==> src/rtl/wdt_guard_pkg.sv <==
package wdt_guard_pkg;

    // Status flags, both active low, both 1 after power-on
    typedef struct packed {
        logic timeout_n;
        logic powerdown_n;
    } wdt_status_t;

    localparam wdt_status_t STATUS_POR = '{timeout_n: 1'b1, powerdown_n: 1'b1};

endpackage

==> src/rtl/wdt_prescale.sv <==
module wdt_prescale #(
    parameter int RATE_W = 3
) (
    input  logic              clk,
    input  logic              rst_n,
    input  logic              enable,
    input  logic              tick,
    input  logic              assigned,
    input  logic [RATE_W-1:0] rate,
    input  logic              clear,
    output logic              beat
);
    localparam int PRE_W = (1 << RATE_W) - 1;

    typedef struct packed {
        logic [PRE_W-1:0] cnt;
    } pre_state_t;

    pre_state_t       st_d, st_q;
    logic [PRE_W-1:0] limit;
    logic             accept;
    logic             wrap;

    always_comb begin
        limit  = ~({PRE_W{1'b1}} << rate);
        accept = enable && tick && !clear;
        wrap   = !assigned || (st_q.cnt >= limit);
        beat   = accept && wrap;

        st_d = st_q;
        if (!enable) begin
            st_d.cnt = '0;
        end else if (clear) begin
            if (assigned) st_d.cnt = '0;
        end else if (accept && assigned) begin
            st_d.cnt = wrap ? '0 : st_q.cnt + 1'b1;
        end
    end

    always_ff @(posedge clk or negedge rst_n) begin
        if (!rst_n) st_q <= '0;
        else        st_q <= st_d;
    end

    // an assigned tick that does not complete a division advances the count by one
    assert_pre_advance_R3: assert property (@(posedge clk) disable iff (!rst_n)
        (enable && assigned && tick && !clear && !beat) |=> st_q.cnt == PRE_W'($past(st_q.cnt) + 1'b1));

    // a clear while assigned leaves the prescaler empty
    assert_pre_cleared_R6: assert property (@(posedge clk) disable iff (!rst_n)
        (enable && assigned && clear) |=> st_q.cnt == '0);

endmodule

==> src/rtl/wdt_base_counter.sv <==
module wdt_base_counter #(
    parameter int BASE_TICKS = 18
) (
    input  logic clk,
    input  logic rst_n,
    input  logic enable,
    input  logic beat,
    input  logic clear,
    output logic expire,
    output logic reset_req
);
    localparam int CNT_W = $clog2(BASE_TICKS + 1);
    localparam logic [CNT_W-1:0] LAST = CNT_W'(BASE_TICKS - 1);

    typedef struct packed {
        logic [CNT_W-1:0] cnt;
        logic             req;
    } base_state_t;

    base_state_t st_d, st_q;

    always_comb begin
        expire = enable && beat && !clear && (st_q.cnt == LAST);

        st_d     = st_q;
        st_d.req = expire;
        if (!enable || clear) begin
            st_d.cnt = '0;
        end else if (beat) begin
            st_d.cnt = expire ? '0 : st_q.cnt + 1'b1;
        end
    end

    always_ff @(posedge clk or negedge rst_n) begin
        if (!rst_n) st_q <= '0;
        else        st_q <= st_d;
    end

    assign reset_req = st_q.req;

    // the reset request never lasts two cycles
    assert_single_pulse_R4: assert property (@(posedge clk) disable iff (!rst_n)
        reset_req |=> !reset_req);

    // a clear restarts the base count
    assert_clear_restart_R5: assert property (@(posedge clk) disable iff (!rst_n)
        clear |=> (st_q.cnt == '0 && !reset_req));

    // a disabled watchdog keeps its count at zero and stays quiet
    assert_disabled_quiet_R10: assert property (@(posedge clk) disable iff (!rst_n)
        !enable |=> (st_q.cnt == '0 && !reset_req));

endmodule

==> src/rtl/wdt_status.sv <==
module wdt_status
    import wdt_guard_pkg::*;
(
    input  logic        clk,
    input  logic        rst_n,
    input  logic        clear,
    input  logic        expire,
    input  logic        sleep_entry,
    output wdt_status_t status
);
    wdt_status_t st_d, st_q;

    always_comb begin
        st_d = st_q;
        if (clear) begin
            st_d = STATUS_POR;
        end else begin
            if (expire)      st_d.timeout_n   = 1'b0;
            if (sleep_entry) st_d.powerdown_n = 1'b0;
        end
    end

    always_ff @(posedge clk or negedge rst_n) begin
        if (!rst_n) st_q <= STATUS_POR;
        else        st_q <= st_d;
    end

    assign status = st_q;

    // a clear leaves both flags set on the next cycle
    assert_clear_sets_flags_R7: assert property (@(posedge clk) disable iff (!rst_n)
        clear |=> (status.timeout_n && status.powerdown_n));

    // sleep entry alone does not disturb the time-out flag
    assert_sleep_keeps_to_R9: assert property (@(posedge clk) disable iff (!rst_n)
        (sleep_entry && !clear && !expire) |=> status.timeout_n == $past(status.timeout_n));

endmodule

==> src/rtl/wdt_guard.sv <==
module wdt_guard
    import wdt_guard_pkg::*;
#(
    parameter int BASE_TICKS = 18,
    parameter int RATE_W     = 3
) (
    input  logic              clk,
    input  logic              rst_n,
    input  logic              cfg_enable,
    input  logic              wdt_tick,
    input  logic              clr_strobe,
    input  logic              sleep_entry,
    input  logic              presc_to_wdt,
    input  logic [RATE_W-1:0] rate_code,
    output logic              reset_req,
    output logic              timeout_n,
    output logic              powerdown_n
);
    logic        beat;
    logic        expire;
    wdt_status_t status;

    wdt_prescale #(.RATE_W(RATE_W)) prescale_i (
        .clk      (clk),
        .rst_n    (rst_n),
        .enable   (cfg_enable),
        .tick     (wdt_tick),
        .assigned (presc_to_wdt),
        .rate     (rate_code),
        .clear    (clr_strobe),
        .beat     (beat)
    );

    wdt_base_counter #(.BASE_TICKS(BASE_TICKS)) base_i (
        .clk       (clk),
        .rst_n     (rst_n),
        .enable    (cfg_enable),
        .beat      (beat),
        .clear     (clr_strobe),
        .expire    (expire),
        .reset_req (reset_req)
    );

    wdt_status status_i (
        .clk         (clk),
        .rst_n       (rst_n),
        .clear       (clr_strobe),
        .expire      (expire),
        .sleep_entry (sleep_entry),
        .status      (status)
    );

    assign timeout_n   = status.timeout_n;
    assign powerdown_n = status.powerdown_n;

    // the reset pulse and the cleared time-out flag appear together
    assert_pulse_marks_to_R8: assert property (@(posedge clk) disable iff (!rst_n)
        reset_req |-> !timeout_n);

    // expiry leaves the power-down flag as it was
    assert_pulse_keeps_pd_R8: assert property (@(posedge clk) disable iff (!rst_n)
        (reset_req && !$past(sleep_entry)) |-> $stable(powerdown_n));

endmodule

==> config.mk <==
export PLATFORM = sky130hd
export DESIGN_NAME = wdt_guard
export DESIGN_NICKNAME = d
export VERILOG_FILES = /design/src/rtl/wdt_guard_pkg.sv /design/src/rtl/wdt_prescale.sv /design/src/rtl/wdt_base_counter.sv /design/src/rtl/wdt_status.sv /design/src/rtl/wdt_guard.sv
export SDC_FILE = /design/constraint.sdc
export NUM_CORES = 1
export LEC_CHECK = 0
export ABC_AREA = 0
export BUFFER_PORTS_ARGS = -buffer_cell sky130_fd_sc_hd__buf_2
export CAP_MARGIN = 25
export CORE_ASPECT_RATIO = 0.7
export CORE_MARGIN = 2
export CORE_UTILIZATION = 28
export CTS_CLUSTER_DIAMETER = 120
export CTS_CLUSTER_SIZE = 24
export DETAILED_ROUTE_END_ITERATION = 10
export SYNTH_ARGS = -nofsm -noshare
export SYNTH_HDL_FRONTEND = slang
export SYNTH_SLANG_ARGS = --single-unit
==> constraint.sdc <==
create_clock -name clk -period 2.3 [get_ports clk]
set_input_delay 0.69 -clock clk [delete_from_list [all_inputs] [get_ports clk]]
set_output_delay 0.69 -clock clk [all_outputs]
set_load 0.005 [all_outputs]
==> reports/metrics.cfg <==
[synthesis]
synth_edf_count = 0
synthCells = 107
avgSynthCellArea_sq_um = 9.28
syn_area_sq_um = 993
synth_fp_nets = 127
ys_seq_elements = 15
ys_types = 37
seq_area_frac_synth_pct = 38.0
synth-main-ff-cell = dfrtp_1
synth_warnings = 0
async_reset_ff_share_pct = 100

[final_layout]
drive_above_1_share_pct = 29.4
finalNetCount = 147
final_cell_mix = dfrtp_1, nand2_1, buf_2, ha_1, nand3_1
fillers = 376
fin_cells = 176
antenna_cells = 0
final_common_cell = dfrtp_1
area_delta_synth_final_pct = 25.3

[placed_design]
dp_hpwl_microns = 1720
gp_congestion = 0.858
dp_cells = 171
pre_cts_slack_ps = -199
portBuffers = 12

[sta]
maxSlewViolCount = 0
fmax_mhz = 439
clock_skew_ps = 8.80
finalCriticalPeriod_ps = 2280
fin_crit_sh_pct = 99.1
max-slew-margin-rel_pct = 54.1
worstMarginPinSlew_ps = 687
setup_violations = 0
grt_setup_unrepaired = true
setup_slack_ps = 19.8
hold_viol = 0

[detailed_routing]
vias = 876
first_pass_iters = 4
drtIter0Drc = 78
wl_per_cell_microns = 13.3
routed_wl_microns = 2350
drc = 0
postRouteAntennaNets = 0
vias_per_cell = 4.98

[floorplanning]
die-area_sq_mm = 0.00405
die_w_microns = 75.2
initial_core_util_pct = 28.6
core_area_sq_mm = 0.00347
die_h_microns = 53.8
ios = 13
num_rows = 18

[worst_setup_path]
worstSetupPathType = in2reg
crit_chain = buf_6 > or3_1 > ha_1 > nand2b_4 > a211oi_4 > o211a_4 > nor4_1 > a31o_2
cp.required_ps = 2450
crit_fanout = 5
worstReg2RegStart = prescale_i.st_q[0]
slowest_delay_ps = 360
r2r_end = base_i.st_q[1]
crit_path_end_kind = flip-flop
r2r_cells = 7
timing.reg2reg.setup_slack_ps = 370
cp_slowest_cell = or3_1
cp.arrival_ps = 2430
startpoint_type = input port

[clock_network]
cts.clk_slew.worst_paths_ps = 70
clock_sinks = 15
h-tree-depth = 1
clk_latency_ps = 260
cts_tree = built
cts_buffers = 3
clock_path_buffers = 2
post_cts_buffers = 0
cts_root_buffer = clkbuf_8

[grt]
grt_overflow = 0
grt_use_met1_pct = 19.0
met2_usage_pct = 16.1
grt_pass1_wl_microns = 3620
grt_pass1_vias = 745
grt_use_total_pct = 12.1
antenna_found_initial = 0
grt_busiest_layer = met1
grt_max_degree = 16
use_met3_pct = 3.75

[power]
power.density_mw_per_mm2 = 464
totalPowerFinal_uw = 578
leakage_uw = 0.000536
ir_worst_vdd_uv = 246

[run]
cap_viol_max_count = 0

[worst_hold_path]
min_path_type = in2async

[outcome]
status = complete, no violations

-- worst max-delay path by stage --
stage                      start            endpoint  cells past startpoint
global route        rate_code[0]      base_i.st_q[1]                      8
global placement    rate_code[0]      base_i.st_q[1]                      8
detailed placement  rate_code[0]      base_i.st_q[1]                      8
CTS                 rate_code[0]  prescale_i.st_q[1]                      8
finish              rate_code[0]      base_i.st_q[1]                      8
floorplan           rate_code[0]      base_i.st_q[1]                      7
-- stage by stage --
stage                     setup TNS [ps]  utilization, %  cell area [sq um]  hold WS, ps
after detailed placement           -2300            32.9               1140          500
after global routing                -238            35.9               1240          348
after floorplan                        0               -                998          394
after global placement             -2090            32.9               1140          492
after CTS                              0            34.3               1190          343
final                                  0            35.9               1240          332
-- power by group --
| group | switching [uW] | internal [uW] | leakage, uW |
|---|---|---|---|
| Clock | 98.7 | 122 | 0.0000217 |
| Sequential | 4.17 | 268 | 0.000202 |
| Combinational | 49.0 | 36.4 | 0.000312 |
| Total | 152 | 426 | 0.000536 |
-- critical path: cells and delay by family --
kind | cells | cell delay (ps)
AOI/OAI and AO/OA | 3 | 800
and+or+nand+nor | 3 | 570
adders and majority gates | 1 | 280
buffers and inverters | 1 | 90
-- layer usage --
metal	wire, microns	up-vias
met3	138	2
met4	14	0
met5	0	-
li1	-	438
met1	1240	408
met2	950	28
-- cell usage after synthesis, types with 2 or more instances --
master,count,area (sq um)
or3_1,2,12.5
dfstp_2,2,52.6
nand2b_1,3,18.8
ha_1,10,125
o21ai_0,6,30.0
o211ai_1,2,15.0
dfrtp_1,13,325
xnor2_1,2,17.5
nand4_1,2,12.5
nor2b_1,2,12.5
nand2_1,14,52.6
buf_2,2,10.0
a21oi_1,5,25.0
a31oi_1,2,12.5
inv_1,5,18.8
nor2_1,4,15.0
nand3_1,8,40.0
nor3_1,4,20.0
-- kinds of logic (layout without fill, tap and decap cells) --
family | Yosys count | in the layout | synth area share (%)
AOI/OAI and AO/OA | 28 | 29 | 21.2
xor gates and xnor gates | 2 | 2 | 1.76
and+or+nand+nor | 43 | 43 | 21.8
DFF | 15 | 15 | 38.0
buffers and inverters | 8 | 26 | 3.65
adders and majority gates | 10 | 10 | 12.6
muxes | 1 | 1 | 1.01
-- flip-flops by register name, indices dropped and copies added (netlist names) --
| register | flops |
|---|---|
| prescale_i.st_q | 7 |
| base_i.st_q | 5 |
| status_i.status | 2 |
| base_i.reset_req | 1 |
-- layout make-up --
class,instances,area (sq um),area share (%)
timing repair buffer,17,104,8.34
multi-input combinational,85,633,50.9
sequential,15,378,30.4
inverter,5,18.8,1.51
tap,50,62.6,5.03
clock buffer,3,41.3,3.32
clock inverter,1,7.51,0.603
-- timing repair --
action | 4_1_cts | 5_1_grt
resized for setup | 0 | 13
setup endpoints to repair | 0 | 11
hold buffers | 0 | 0
Note: power is estimated with default switching activity, not from simulation.
